**src/rtl/f2h_pkg.sv**
```systemverilog
package f2h_pkg;

  localparam int SP_W      = 32;
  localparam int SP_EXP_W  = 8;
  localparam int SP_MAN_W  = 23;
  localparam int HP_W      = 16;
  localparam int HP_EXP_W  = 5;
  localparam int HP_MAN_W  = 10;
  localparam int MAG_W     = SP_W - 1;
  localparam int HMAG_W    = HP_W - 1;
  localparam int DROP_W    = SP_MAN_W - HP_MAN_W;
  localparam int SIG_W     = SP_MAN_W + 1;
  localparam int WIDE_W    = 2 * SIG_W;
  localparam int SP_BIAS   = 127;
  localparam int HP_BIAS   = 15;
  localparam int REBIAS    = SP_BIAS - HP_BIAS;
  localparam int SUB_SHIFT_BASE = SP_BIAS - 1;
  localparam int SUB_SHIFT_CAP  = SIG_W + 1;

  localparam logic [MAG_W-1:0]  OVF_LIMIT = 31'h477F_F000;
  localparam logic [MAG_W-1:0]  SUB_LIMIT = 31'h3880_0000;
  localparam logic [DROP_W-1:0] DROP_HALF = 13'h1000;
  localparam logic [HMAG_W-1:0] HP_INF    = 15'h7C00;
  localparam logic [HMAG_W-1:0] HP_QNAN   = 15'h7E00;

  typedef enum logic [1:0] {
    CLS_NORM = 2'd0,
    CLS_SUB  = 2'd1,
    CLS_INF  = 2'd2,
    CLS_NAN  = 2'd3
  } f2h_cls_e;

  // Normal result: rebias, truncate, then round the packed magnitude so
  // that a mantissa carry ripples into the exponent field.
  function automatic logic [HMAG_W-1:0] pack_normal(
    input logic [SP_EXP_W-1:0] e,
    input logic [SP_MAN_W-1:0] m
  );
    logic [HP_EXP_W-1:0] he;
    logic [DROP_W-1:0]   drop;
    logic [HMAG_W-1:0]   base;
    logic                up;
    he   = HP_EXP_W'(e - SP_EXP_W'(REBIAS));
    drop = m[DROP_W-1:0];
    base = {he, m[SP_MAN_W-1:DROP_W]};
    up   = (drop > DROP_HALF) || ((drop == DROP_HALF) && m[DROP_W]);
    return base + HMAG_W'(up);
  endfunction

  // Subnormal result: align the significand to the 2^-24 grid, then round
  // on the round bit and the OR of everything below it.
  function automatic logic [HMAG_W-1:0] pack_subnormal(
    input logic [SP_EXP_W-1:0] e,
    input logic [SP_MAN_W-1:0] m
  );
    logic [SP_EXP_W-1:0] sh_raw;
    logic [SP_EXP_W-1:0] sh;
    logic [WIDE_W-1:0]   wide;
    logic [SIG_W-1:0]    kept;
    logic                rbit;
    logic                sticky;
    sh_raw = SP_EXP_W'(SUB_SHIFT_BASE) - e;
    sh     = (sh_raw > SP_EXP_W'(SUB_SHIFT_CAP)) ? SP_EXP_W'(SUB_SHIFT_CAP) : sh_raw;
    wide   = {(e != '0), m, {SIG_W{1'b0}}} >> sh;
    kept   = wide[WIDE_W-1:SIG_W];
    rbit   = wide[SIG_W-1];
    sticky = |wide[SIG_W-2:0];
    return HMAG_W'(kept) + HMAG_W'(rbit & (sticky | kept[0]));
  endfunction

endpackage

```
**src/rtl/f2h_classify.sv**
```systemverilog
module f2h_classify
  import f2h_pkg::*;
(
  input  logic [MAG_W-1:0] mag,
  output f2h_cls_e         cls
);

  logic exp_all_ones;
  logic man_nonzero;

  assign exp_all_ones = &mag[MAG_W-1:SP_MAN_W];
  assign man_nonzero  = |mag[SP_MAN_W-1:0];

  always_comb begin
    if (exp_all_ones && man_nonzero) cls = CLS_NAN;
    else if (mag >= OVF_LIMIT)       cls = CLS_INF;
    else if (mag < SUB_LIMIT)        cls = CLS_SUB;
    else                             cls = CLS_NORM;
  end

endmodule

```
**src/rtl/f2h_normal_path.sv**
```systemverilog
module f2h_normal_path
  import f2h_pkg::*;
(
  input  logic [SP_EXP_W-1:0] exp_in,
  input  logic [SP_MAN_W-1:0] man_in,
  output logic [HMAG_W-1:0]   mag_out
);

  assign mag_out = pack_normal(exp_in, man_in);

endmodule

```
**src/rtl/f2h_subnormal_path.sv**
```systemverilog
module f2h_subnormal_path
  import f2h_pkg::*;
(
  input  logic [SP_EXP_W-1:0] exp_in,
  input  logic [SP_MAN_W-1:0] man_in,
  output logic [HMAG_W-1:0]   mag_out
);

  assign mag_out = pack_subnormal(exp_in, man_in);

endmodule

```
**src/rtl/f2h_convert.sv**
```systemverilog
module f2h_convert
  import f2h_pkg::*;
(
  input  logic            clk,
  input  logic            rst,
  input  logic            in_valid,
  input  logic [SP_W-1:0] in_f32,
  output logic            out_valid,
  output logic [HP_W-1:0] out_f16
);

  logic [MAG_W-1:0]    in_mag;
  logic [SP_EXP_W-1:0] in_exp;
  logic [SP_MAN_W-1:0] in_man;
  logic                in_sign;
  f2h_cls_e            cls;
  logic [HMAG_W-1:0]   norm_mag;
  logic [HMAG_W-1:0]   sub_mag;
  logic [HMAG_W-1:0]   nan_mag;
  logic [HMAG_W-1:0]   res_mag;

  assign in_sign = in_f32[SP_W-1];
  assign in_mag  = in_f32[MAG_W-1:0];
  assign in_exp  = in_f32[MAG_W-1:SP_MAN_W];
  assign in_man  = in_f32[SP_MAN_W-1:0];

  f2h_classify u_cls (
    .mag (in_mag),
    .cls (cls)
  );

  f2h_normal_path u_norm (
    .exp_in  (in_exp),
    .man_in  (in_man),
    .mag_out (norm_mag)
  );

  f2h_subnormal_path u_sub (
    .exp_in  (in_exp),
    .man_in  (in_man),
    .mag_out (sub_mag)
  );

  assign nan_mag = HP_QNAN | HMAG_W'(in_man[SP_MAN_W-1:DROP_W]);

  always_comb begin
    unique case (cls)
      CLS_NAN:  res_mag = nan_mag;
      CLS_INF:  res_mag = HP_INF;
      CLS_SUB:  res_mag = sub_mag;
      default:  res_mag = norm_mag;
    endcase
  end

  always_ff @(posedge clk) begin
    if (rst) begin
      out_valid <= 1'b0;
      out_f16   <= '0;
    end else begin
      out_valid <= in_valid;
      if (in_valid) out_f16 <= {in_sign, res_mag};
    end
  end

  // valid is a one-clock delay of in_valid
  a_r10_valid_delay: assert property (@(posedge clk) disable iff (rst)
    !$past(rst) |-> (out_valid == $past(in_valid)));

  // data holds when nothing was accepted
  a_r10_hold: assert property (@(posedge clk) disable iff (rst)
    (!$past(rst) && !$past(in_valid)) |-> $stable(out_f16));

  // sign passes straight through
  a_r1_sign_kept: assert property (@(posedge clk) disable iff (rst)
    (!$past(rst) && $past(in_valid)) |-> (out_f16[HP_W-1] == $past(in_f32[SP_W-1])));

  // signed zero
  a_r2_zero: assert property (@(posedge clk) disable iff (rst)
    (!$past(rst) && $past(in_valid) && ($past(in_f32[MAG_W-1:0]) == '0))
    |-> (out_f16[HMAG_W-1:0] == '0));

  // overflow gives infinity
  a_r3_overflow_inf: assert property (@(posedge clk) disable iff (rst)
    (!$past(rst) && $past(in_valid) && ($past(in_f32[MAG_W-1:0]) >= OVF_LIMIT)
     && !(($past(in_f32[MAG_W-1:SP_MAN_W]) == '1) && ($past(in_f32[SP_MAN_W-1:0]) != '0)))
    |-> (out_f16[HMAG_W-1:0] == HP_INF));

  // NaN stays NaN with the quiet bit set
  a_r4_nan_quiet: assert property (@(posedge clk) disable iff (rst)
    (!$past(rst) && $past(in_valid) && ($past(in_f32[MAG_W-1:SP_MAN_W]) == '1)
     && ($past(in_f32[SP_MAN_W-1:0]) != '0))
    |-> ((out_f16[HMAG_W-1:HP_MAN_W] == '1) && out_f16[HP_MAN_W-1]));

  // in-range magnitudes never saturate
  a_r7_no_false_inf: assert property (@(posedge clk) disable iff (rst)
    (!$past(rst) && $past(in_valid) && ($past(in_f32[MAG_W-1:0]) < OVF_LIMIT))
    |-> (out_f16[HMAG_W-1:HP_MAN_W] != '1));

  // the subnormal band never reaches beyond the smallest normal
  a_r8_sub_bound: assert property (@(posedge clk) disable iff (rst)
    (!$past(rst) && $past(in_valid) && ($past(in_f32[MAG_W-1:0]) < SUB_LIMIT))
    |-> (out_f16[HMAG_W-1:0] <= 15'h0400));

endmodule

```
**config.mk**
```make
export PLATFORM = sky130hd
export DESIGN_NAME = f2h_convert
export DESIGN_NICKNAME = d
export VERILOG_FILES = /design/src/rtl/f2h_pkg.sv /design/src/rtl/f2h_classify.sv /design/src/rtl/f2h_normal_path.sv /design/src/rtl/f2h_subnormal_path.sv /design/src/rtl/f2h_convert.sv
export SDC_FILE = /design/constraint.sdc
export NUM_CORES = 1
export LEC_CHECK = 0
export ABC_AREA = 1
export BUFFER_PORTS_ARGS = -buffer_cell sky130_fd_sc_hd__buf_2
export CAP_MARGIN = 20
export CORE_MARGIN = 2
export CORE_UTILIZATION = 45
export DETAILED_ROUTE_END_ITERATION = 10
export GPL_TIMING_DRIVEN = 0
export PLACE_DENSITY = 0.75
export SYNTH_ARGS = -nofsm -noshare
export SYNTH_HDL_FRONTEND = slang
export SYNTH_SLANG_ARGS = --single-unit
```
**constraint.sdc**
```tcl
create_clock -name clk -period 7.2 [get_ports clk]
set_input_delay 1.44 -clock clk [delete_from_list [all_inputs] [get_ports clk]]
set_output_delay 1.44 -clock clk [all_outputs]
set_load 0.01 [all_outputs]
```
==> impl_metrics.csv, run 1 <==
group,metric,value,unit
status,status,"completed",
yosys,synth_cell_type_count,38,
sta,fmax,184,MHz
yosys,synth-xor-area-share,2.31,%
finish,syn_to_final_growth,11.8,%
yosys,synthTopCellsByArea,"nand3_1 23%, nand2_1 19%, dfxtp_1 10%",
finish,fill_cells,842,
die,initial_core_util,46.9,%
sta,rsz0062_at_grt,"no",
power,leakage,1.84,nW
cts,cts_root_buf,"clkbuf_8",
global_route,antenna_found_initial,0,
global_route,grt_use_total,30.7,%
sta,final_max_slew_viol_count,0,
yosys,synthSimpleGateAreaFrac,61.4,%
yosys,synth_top_cell_area_share,23.3,%
global_route,grt_pass1_vias,4255,
power,p_total,0.353,mW
cts,cts.sinks,17,
sta,worst_pin_slew,0.705,ns
power,ir_drop,118,uV
yosys,ys_seq_elements,17,
sta,fin_crit,5.42,ns
finish,layout-drive-gt1-share,14.1,%
finish,num-nets-final,734,
finish,postLayoutCellArea,3820,um^2
yosys,synth-edff-count,0,
setup_path,critical_path_buf_inv_count,5,
routing,wl_met3,1.56,mm
setup_path,reg2reg_depth,2,
setup_path,startpoint_type,"input pin",
cts,cts_resized,0,
sta,fin_worst_skew,0,ns
placed_design,port_buffers,47,
die,die_w,91.2,um
yosys,synth_top_cell_by_area,"nand3_1",
setup_path,cp_max_fo,12,
cts,clk_pin_slew,0.06,ns
routing,vias,4783,
setup_path,cp_top_family,"simple AND/OR/NAND/NOR gates",
power,power_density,92.3,nW/um^2
yosys,syn_nets,682,
yosys,synthAdderAreaFrac,2.93,%
setup_path,cp.required,7.38,ns
placed_design,post-place-ws,1.62,ns
cts,cts_buffer_depth,2,
sta,worst_slack,1.78,ns
yosys,ys.flop_type,"dfxtp_1",
die,die_h,91.2,um
global_route,grt_max_degree,13,
yosys,synthMuxAreaShare,0,%
setup_path,worst_path_max_delay_cell,"clkbuf_1",
routing,dr.pass1.iters,6,
routing,wl_met2,5.49,mm
sta,hold_violations,0,
die,core,7290,um^2
yosys,synth_area,3420,um^2
yosys,synthTopCellsByCount,"174 x nand2_1, 159 x nand3_1, 56 x inv_1",
cts,cts_tree,"yes",
routing,drtIter0Drc,510,
routing,route.detailed.drc,0,
yosys,synth_most_common_cell,"nand2_1",
routing,ant_nets,0,
yosys,ys_seq_area_share,9.96,%
yosys,synth_top_family_by_area,"simple AND/OR/NAND/NOR gates",
placed_design,dp_hpwl,10.6,mm
sta,setup_violations,0,
yosys,netlist_instances,639,
sta,fin_crit_sh,75.3,%
routing,wirelength,13.0,mm
setup_path,critPathMaxStageDelay,0.40,ns
cts,hold_buffers,0,
global_route,grt_pass1_wl,21.0,mm
routing,wl_per_cell,16.5,um
setup_path,path_depth,27,
sta,setup_tns,0,ns
routing,wl_met1,5.70,mm
setup_path,path_class,"input pin to flip-flop",
yosys,synthArstFlopShare,0,%
setup_path,cp_data_arrival_time,5.61,ns
finish,diodes,0,
cts,htreeDepth,1,
worst_hold_path,hold_depth,2,
setup_path,cpMostUsedCell,"nand2_1",
sta,relSlewSlack,52.5,%
routing,topRoutingLayerUsed,"met4",
cts,cts_buffers,3,
setup_path,crit_path_end_kind,"flip-flop",
yosys,ys.warnings.count,0,
placed_design,place_congestion,1.02,
routing,viasPerCell,6.06,
yosys,synth_compound_area_share,11.1,%
placed_design,placed_area,3780,um^2
global_route,overflow,0,
cts,cts_setup_buffers,0,
worst_hold_path,hp-class,"flip-flop to flip-flop",
setup_path,r2r_slack,6.56,ns
run,cap_violations,0,
die,num_io_pins,52,
cts,clock_latency,0.25,ns
die,rows,31,
die,dieArea,8310,um^2
yosys,avgSynthCellArea,5.35,um^2
[placed cells by master (no fill, tap or decap), types with 3 or more instances in the layout]
| cell | n |
|---|---|
| nor4_1 | 9 |
| clkbuf_1 | 11 |
| inv_2 | 5 |
| clkbuf_8 | 3 |
| buf_6 | 4 |
| dfxtp_1 | 17 |
| ha_1 | 8 |
| inv_1 | 56 |
| a21oi_1 | 26 |
| clkinv_1 | 3 |
| o21ai_0 | 15 |
| nor2_4 | 4 |
| nor2_1 | 39 |
| o21ai_2 | 3 |
| buf_2 | 61 |
| nand4_1 | 35 |
| nand2_2 | 5 |
| xor2_1 | 9 |
| nor3_1 | 10 |
| o21ai_1 | 3 |
| nand2_1 | 174 |
| o211ai_1 | 5 |
| nand3_1 | 159 |
| nand3_2 | 3 |
| a22oi_1 | 3 |
[worst paths after layout]
kind                                              start                      end
worst max register to register  out_f16[7]$_SDFFE_PP0P_  out_f16[7]$_SDFFE_PP0P_
worst min-delay path            out_f16[6]$_SDFFE_PP0P_  out_f16[6]$_SDFFE_PP0P_
worst min register to register  out_f16[6]$_SDFFE_PP0P_  out_f16[6]$_SDFFE_PP0P_
worst max-delay path                         in_f32[23]  out_f16[8]$_SDFFE_PP0P_
[report_power, final]
part	internal (mW)	switching [mW]	total [mW]
Combinational	0.0555	0.126	0.181
Sequential	0.0993	0.00237	0.102
Clock	0.0392	0.0306	0.0699
[per-layer routing]
metal | global-route usage (%) | vias to the layer above
met1 | 45.0 | 2189
met5 | 0 | -
met4 | 5.56 | 0
met3 | 7.14 | 31
met2 | 46.0 | 274
li1 | - | 2289
[worst min-delay path: stages, from the launching register on]
cell and delay, ns:
dfxtp_1 0.31, nand2_1 0.06, a21oi_1 0.05
[per-stage QoR]
| stage | std cells | util (%) | hold slack [ns] |
|---|---|---|---|
| final | 789 | 52.4 | 0.461 |
| after global routing | 789 | 52.4 | 0.488 |
| after CTS | 789 | 52.4 | 0.465 |
| after detailed placement | 785 | 51.8 | 0.456 |
| after global placement | 785 | 51.8 | 0.453 |
| after floorplan | 639 | - | 0.482 |
[final cells by class]
cell class | count | area [um^2] | share of cell area, %
inverters | 66 | 254 | 6.64
repair buffers | 47 | 235 | 6.15
clock buffers | 4 | 45.0 | 1.18
flip-flops and latches | 17 | 340 | 8.90
well taps | 99 | 124 | 3.24
multi-input cells | 526 | 2660 | 69.5
plain buffers | 30 | 168 | 4.39
[kinds of logic (layout without fill, tap and decap cells)]
kind of cell,count (synthesis),in the layout
AND/OR/NAND/NOR,446,446
buffers and inverters,96,147
AO/OA/AOI/OAI,63,63
flip-flops,17,17
XOR/XNOR,9,9
adder cells (fa/ha/maj),8,8
[state kept, by name, summed over array words and instances (netlist names)]
name / cells
out_f16: 16
out_valid: 1
(Power assumes the default switching activity.)
==> inputs of run 2 (changes only) <==
--- a/config.mk
+++ b/config.mk
@@ -5,14 +5,14 @@
 export SDC_FILE = /design/constraint.sdc
 export NUM_CORES = 1
 export LEC_CHECK = 0
-export ABC_AREA = 1
+export ABC_AREA = 0
 export BUFFER_PORTS_ARGS = -buffer_cell sky130_fd_sc_hd__buf_2
 export CAP_MARGIN = 20
 export CORE_MARGIN = 2
 export CORE_UTILIZATION = 45
 export DETAILED_ROUTE_END_ITERATION = 10
 export GPL_TIMING_DRIVEN = 0
-export PLACE_DENSITY = 0.75
+export PLACE_DENSITY = 0.76
 export SYNTH_ARGS = -nofsm -noshare
 export SYNTH_HDL_FRONTEND = slang
 export SYNTH_SLANG_ARGS = --single-unit
==> constraint.sdc (replaced) <==
create_clock -name clk -period 4.5 [get_ports clk]
set_input_delay 0.9 -clock clk [delete_from_list [all_inputs] [get_ports clk]]
set_output_delay 0.9 -clock clk [all_outputs]
set_load 0.01 [all_outputs]
==> run 2 against run 1 <==
Compared with the run above: worst setup slack worse by 1.7 ns; clock power up 63%; total power up 130%; final cell count down 2.5%; non-clock buffer count up 47; sequential share of layout area down 2.2 points; clock skew unchanged; die area up 15%; flip-flop and latch count unchanged; worst hold slack better by 0.032 ns; sequential power up 63%; area after synthesis up 16%; critical path type unchanged; largest cell class unchanged; largest power group unchanged.
==> impl_metrics.csv, run 2 <==
group,metric,value,unit
status,status,"completed",
setup_path,reg2reg_depth,4,
yosys,ys_seq_elements,17,
sta,fin_crit_sh,98.2,%
worst_hold_path,worstHoldStart,"out_f16[2]$_SDFFE_PP0P_",
setup_path,cp_data_arrival_time,4.56,ns
cts,cts_buffer_depth,2,
yosys,synth_cell_type_count,79,
die,dieArea,9570,um^2
power,power_density,157,nW/um^2
setup_path,path_class,"input pin to flip-flop",
placed_design,port_buffers,41,
finish,reg.largest.list,"out_f16: 16 flops, out_valid: 1 flops",
setup_path,path_cells,"buf_2, ha_2, buf_4, xnor2_4, clkbuf_2, nand2_1, and3_1, a21oi_1, mux2i_1, o21ai_0, a21oi_1, or4_4, nor4_4, nand2b_1, a211o_1",
yosys,ys.warnings.count,0,
sta,final_max_slew_viol_count,0,
yosys,synthTopCellsByArea,"dfxtp_1 8.6%, mux2i_1 5.8%, nand2_1 5.0%",
worst_hold_path,hold_depth,2,
die,die_h,97.8,um
cts,cts.sinks,17,
setup_path,cp.required,4.64,ns
setup_path,r2r_end,"out_f16[14]$_SDFFE_PP0P_",
sta,setup_tns,0,ns
worst_hold_path,hp-class,"flip-flop to flip-flop",
yosys,synth_area,3960,um^2
sta,fmax,226,MHz
global_route,grt_pass1_wl,28.7,mm
yosys,synth_top_cell_area_share,8.59,%
placed_design,placed_area,4300,um^2
yosys,synth-edff-count,0,
power,power.switching,0.389,mW
sta,hold_violations,0,
setup_path,cpMostUsedCell,"a21oi_1",
run,cap_violations,0,
setup_path,crit_path_start,"in_f32[24]",
die,initial_core_util,45.9,%
setup_path,crit_path_end_kind,"flip-flop",
finish,final_cell_mix,"53 x nand2_1, 50 x nor2_1, 46 x buf_2, 35 x buf_4, 34 x a21oi_1",
setup_path,critical_path_buf_inv_count,3,
yosys,netlist_instances,582,
setup_path,cp_max_fo,10,
finish,largest_register,"out_f16",
power,power_frac_comb,64.7,%
yosys,syn_nets,625,
global_route,grt_max_degree,12,
routing,viasPerCell,7.19,
yosys,synthArstFlopShare,0,%
placed_design,dp_hpwl,14.2,mm
yosys,synth_top_cell_by_area,"dfxtp_1",
setup_path,startpoint_type,"input pin",
finish,syn_to_final_growth,28.0,%
routing,dr.pass1.iters,6,
yosys,synthTopCellsByCount,"53 x nand2_1, 53 x nor2_1, 36 x a21oi_1",
power,seq_power_share,20.9,%
cts,clock_latency,0.24,ns
yosys,avgSynthCellArea,6.81,um^2
finish,fill_cells,843,
sta,worst_pin_slew,0.890,ns
finish,num-nets-final,705,
cts,cts_root_buf,"clkbuf_8",
finish,postLayoutCellArea,5070,um^2
routing,vias,5527,
power,sw_frac_of_total,48.9,%
routing,ant_nets,0,
routing,wirelength,19.1,mm
die,rows,34,
finish,layout_commonest_cell,"nand2_1",
cts,cts_tree,"yes",
global_route,grt_use_total,37.6,%
die,die_w,97.8,um
sta,setup_violations,0,
power,leakage,1.88,nW
setup_path,r2r_slack,3.19,ns
finish,utilization,58.7,%
cts,clk_pin_slew,0.07,ns
power,ir_drop,111,uV
setup_path,worst_path_max_delay_cell,"or4_4",
worst_hold_path,min_to,"out_f16[2]$_SDFFE_PP0P_",
routing,route.detailed.drc,0,
setup_path,r2r-start,"out_f16[14]$_SDFFE_PP0P_",
finish,largest_register_ffs,16,
setup_path,cp_top_family,"simple AND/OR/NAND/NOR gates",
finish,layout-drive-gt1-share,27.7,%
yosys,ys_seq_area_share,8.59,%
routing,drtIter0Drc,812,
die,core,8640,um^2
cts,htreeDepth,1,
setup_path,critPathMaxStageDelay,0.64,ns
global_route,overflow,0,
finish,diodes,0,
power,clockPowerShare,14.4,%
sta,fin_worst_skew,0,ns
power,power_report.internal_total,0.406,mW
routing,wl_per_cell,24.9,um
yosys,ys.flop_type,"dfxtp_1",
sta,relSlewSlack,40.1,%
global_route,antenna_found_initial,0,
placed_design,place_congestion,1.04,
sta,fin_crit,4.42,ns
die,num_io_pins,52,
global_route,grt_pass1_vias,5002,
cts,cts_buffers,3,
==> run 2: cell types whose count changed after synthesis, moves of 12 or more <==
cell	change
nand2_1	-121
nand4_1	-21
inv_1	-43
clkbuf_1	+16
xnor2_1	+12
mux2i_1	+23
nand3_1	-131
nor3_1	+17
nor2_1	+14
==> run 2: how the worst max path moves through the flow <==
stage,end,slack (ns),depth (start not counted)
global placement,out_f16[6]$_SDFFE_PP0P_,-1.06,18
global route,out_f16[6]$_SDFFE_PP0P_,-0.01,19
CTS,out_f16[6]$_SDFFE_PP0P_,0.002,19
finish,out_f16[13]$_SDFFE_PP0P_,0.08,15
floorplan,out_f16[6]$_SDFFE_PP0P_,0.18,18
detailed placement,out_f16[6]$_SDFFE_PP0P_,-1.13,18
==> run 2: through the flow <==
stage | worst slack, ns | power (mW) | instances | hold slack, ns
after floorplan | 0.184 | 0.449 | 582 | 0.495
after global placement | -1.06 | 0.588 | 731 | 0.462
after detailed placement | -1.13 | 0.587 | 731 | 0.478
after CTS | 0.00173 | 0.730 | 750 | 0.494
after global routing | -0.0148 | 0.825 | 769 | 0.521
final | 0.0818 | 0.795 | 769 | 0.493
==> run 2: power by group through the flow <==
stage,combinational (mW),clock (mW),sequential (mW)
final,0.514,0.114,0.166
after global routing,0.537,0.120,0.167
after CTS,0.449,0.115,0.166
after detailed placement,0.418,0,0.169
after global placement,0.419,0,0.169
after floorplan,0.275,0,0.174
==> run 2: logic make-up after synthesis <==
| logic type | after synthesis | synth area share (%) |
|---|---|---|
| mux | 30 | 8.08 |
| buf+inv | 64 | 7.26 |
| xor+xnor | 23 | 6.22 |
| simple gates | 259 | 34.8 |
| flops | 17 | 8.59 |
| fa+ha+maj | 8 | 2.53 |
| compound gates | 181 | 32.6 |
==> run 2: area by class of cell <==
type	count	area [um^2]	share of cell area, %
multi-input cells	502	3730	73.5
repair buffers	75	484	9.55
flip-flops and latches	17	340	6.71
plain buffers	49	280	5.53
well taps	108	135	2.66
inverters	14	57.6	1.13
clock buffers	3	41.3	0.814
clock inverters	1	5.00	0.0987
==> run 2: per-layer routing <==
layer	GRT usage (%)	vias up	wire length (um)
met5	0	-	0
met4	17.9	0	1150
met3	5.80	88	2040
met2	59.7	457	8410
met1	49.8	2585	7510
li1	-	2397	-
==> run 2: timing repair <==
action	CTS	global route
resized for setup	27	68
gates cloned	1	2
hold buffers	0	0
setup buffers	14	18
pin swaps	11	19
endpoints found under the setup margin	15	14
==> run 2: worst register-to-register path, cell delays in order (launching register included) <==
cell,delay [ns]
dfxtp_1,0.34
nor2_1,0.06
or4_1,0.42
a211o_1,0.31
o311ai_1,0.09
==> inputs of run 3 (changes only) <==
--- a/config.mk
+++ b/config.mk
@@ -9,10 +9,10 @@
 export BUFFER_PORTS_ARGS = -buffer_cell sky130_fd_sc_hd__buf_2
 export CAP_MARGIN = 20
 export CORE_MARGIN = 2
-export CORE_UTILIZATION = 45
+export CORE_UTILIZATION = 30
 export DETAILED_ROUTE_END_ITERATION = 10
 export GPL_TIMING_DRIVEN = 0
-export PLACE_DENSITY = 0.76
+export PLACE_DENSITY = 0.58
 export SYNTH_ARGS = -nofsm -noshare
 export SYNTH_HDL_FRONTEND = slang
 export SYNTH_SLANG_ARGS = --single-unit
==> run 3 against run 2 <==
Compared with the run above: clock power grew 53%; worst setup slack lost 0.0094 ns; wire length shrank 1.7%; global-route usage shrank 12 points; cell area shrank 2.4%; critical path type unchanged; flip-flop and latch count is the same; largest cell class unchanged; via count shrank 5.1%; die area grew 48%; first-iteration DRC count shrank 12%; largest power group unchanged.
==> impl_metrics.csv, run 3 (synthesis gave the netlist of run 2 again) <==
group,metric,value,unit
cts,clk_pin_slew,0.05,ns
setup_path,worst_path_max_delay_cell,"nor3_4",
sta,hold_violations,0,
finish,diodes,0,
routing,dr.pass1.iters,6,
routing,wirelength,18.8,mm
routing,viasPerCell,6.42,
sta,relSlewSlack,49.0,%
finish,seq_area,340,um^2
finish,final_cell_mix,"53 x nand2_1, 51 x nor2_1, 48 x buf_2, 33 x a21oi_1, 27 x nand3_1",
routing,vias,5244,
cts,hold_buffers,0,
setup_path,cp_data_arrival_time,4.58,ns
finish,layout_commonest_cell,"nand2_1",
finish,layout-drive-gt1-share,25.1,%
finish,fin_cells,817,
die,rows,41,
sta,fin_crit_sh,98.4,%
die,die_h,119,um
placed_design,place_congestion,1.02,
global_route,grt_pass1_wl,28.9,mm
sta,worst_slack,0.0724,ns
placed_design,dp_hpwl,14.2,mm
setup_path,startpoint_type,"input pin",
setup_path,reg2reg_depth,4,
worst_hold_path,hp-class,"flip-flop to flip-flop",
global_route,grt_pass1_vias,5011,
die,num_io_pins,52,
setup_path,cp_max_fo,11,
sta,setup_violations,0,
sta,fin_crit,4.43,ns
die,dieArea,14100,um^2
global_route,grt_max_degree,12,
setup_path,cp.required,4.65,ns
routing,ant_nets,0,
finish,largest_register,"out_f16",
worst_hold_path,worstHoldStart,"out_f16[6]$_SDFFE_PP0P_",
setup_path,critPathMaxStageDelay,0.39,ns
sta,final_max_slew_viol_count,0,
cts,cts_buffer_depth,2,
setup_path,path_class,"input pin to flip-flop",
die,core,12800,um^2
global_route,antenna_found_initial,0,
routing,drtIter0Drc,716,
routing,route.detailed.drc,0,
setup_path,crit_path_end_kind,"flip-flop",
power,ir_drop,107,uV
setup_path,path_cells,"buf_2, buf_8, inv_4, ha_2, o21ai_1, a21oi_2, buf_4, a21oi_4, nor3_4, buf_4, o211ai_1, a21oi_1, or3_1, nand4_1, or2_1, or3_1, a311oi_1",
sta,worst_pin_slew,0.762,ns
placed_design,post-place-ws,-0.862,ns
finish,syn_to_final_growth,24.9,%
power,p_total,0.827,mW
finish,largest_register_ffs,16,
routing,wl_per_cell,23.0,um
placed_design,dp.cells,795,
global_route,overflow,0,
finish,num-nets-final,689,
finish,fill_cells,1380,
cts,clock_latency,0.24,ns
cts,cts_tree,"yes",
die,die_w,119,um
cts,htreeDepth,1,
setup_path,crit_path_start,"in_f32[23]",
die,initial_core_util,31.0,%
worst_hold_path,hold_depth,2,
sta,holdWs,0.471,ns
finish,multi_input_area,3650,um^2
sta,fin_worst_skew,0,ns
sta,fmax,226,MHz
finish,reg.largest.list,"out_f16: 16 flops, out_valid: 1 flops",
cts,cts_buffers,3,
setup_path,r2r-start,"out_f16[0]$_SDFFE_PP0P_",
power,power_density,167,nW/um^2
status,status,"completed",
placed_design,port_buffers,41,
cts,cts.sinks,17,
global_route,grt_use_total,25.5,%
cts,cts_root_buf,"clkbuf_16",
power,leakage,1.82,nW
run,cap_violations,0,
## run 3: cell count changes in the layout (fill, tap and decap cells not counted), sizes merged
cell	delta
clkbuf	+1
clkinv	-1
buf	-16
## run 3: worst paths after layout
kind              slack [ns]                      end
setup reg to reg        3.23  out_f16[0]$_SDFFE_PP0P_
hold / removal          0.47  out_f16[6]$_SDFFE_PP0P_
setup / recovery        0.07  out_f16[9]$_SDFFE_PP0P_
hold reg to reg         0.47  out_f16[6]$_SDFFE_PP0P_
## run 3: layout make-up
| class | count | area share, % |
|---|---|---|
| Multi-Input combinational cell | 502 | 73.8 |
| Tap cell | 172 | 4.35 |
| Timing Repair Buffer | 59 | 6.88 |
| Buffer | 49 | 5.39 |
| Sequential cell | 17 | 6.88 |
| Inverter | 14 | 1.11 |
| Clock buffer | 4 | 1.59 |
## run 3: metrics by stage
stage	utilization [%]	area (um^2)	TNS, ns
floorplan	-	3960	0
global placement	34.3	4380	-9.66
detailed placement	34.3	4380	-8.97
CTS	36.3	4640	0
global route	38.7	4950	-0.120
finish	38.7	4950	0
## run 3: power breakdown
| group | leakage [nW] | total (mW) | switching [mW] | internal [mW] |
|---|---|---|---|---|
| combinational | 1.64 | 0.487 | 0.318 | 0.169 |
| clock | 0.0382 | 0.174 | 0.0540 | 0.120 |
| sequential | 0.141 | 0.166 | 0.00443 | 0.161 |
| total | 1.82 | 0.827 | 0.376 | 0.451 |
## run 3: critical path: cells and delay by family
family	cells	cell delay (ns)
adder cells (fa/ha/maj)	1	0.26
AO/OA/AOI/OAI	6	1.10
AND/OR/NAND/NOR	5	1.47
buffers and inverters	5	0.83
## run 3: layer usage
metal	vias to the layer above	track usage, %	share of wire [%]
li1	2367	-	-
met1	2444	35.6	43
met2	358	39.4	43
met3	75	3.16	9.2
met4	0	10.6	4.9
met5	-	0	0
## run 3: timing repair
item	4_1_cts	5_1_grt
hold endpoints to repair	0	0
resized for setup	23	53
pin swaps	6	14
gates cloned	1	0
endpoints found under the setup margin	15	14
setup buffers	7	11
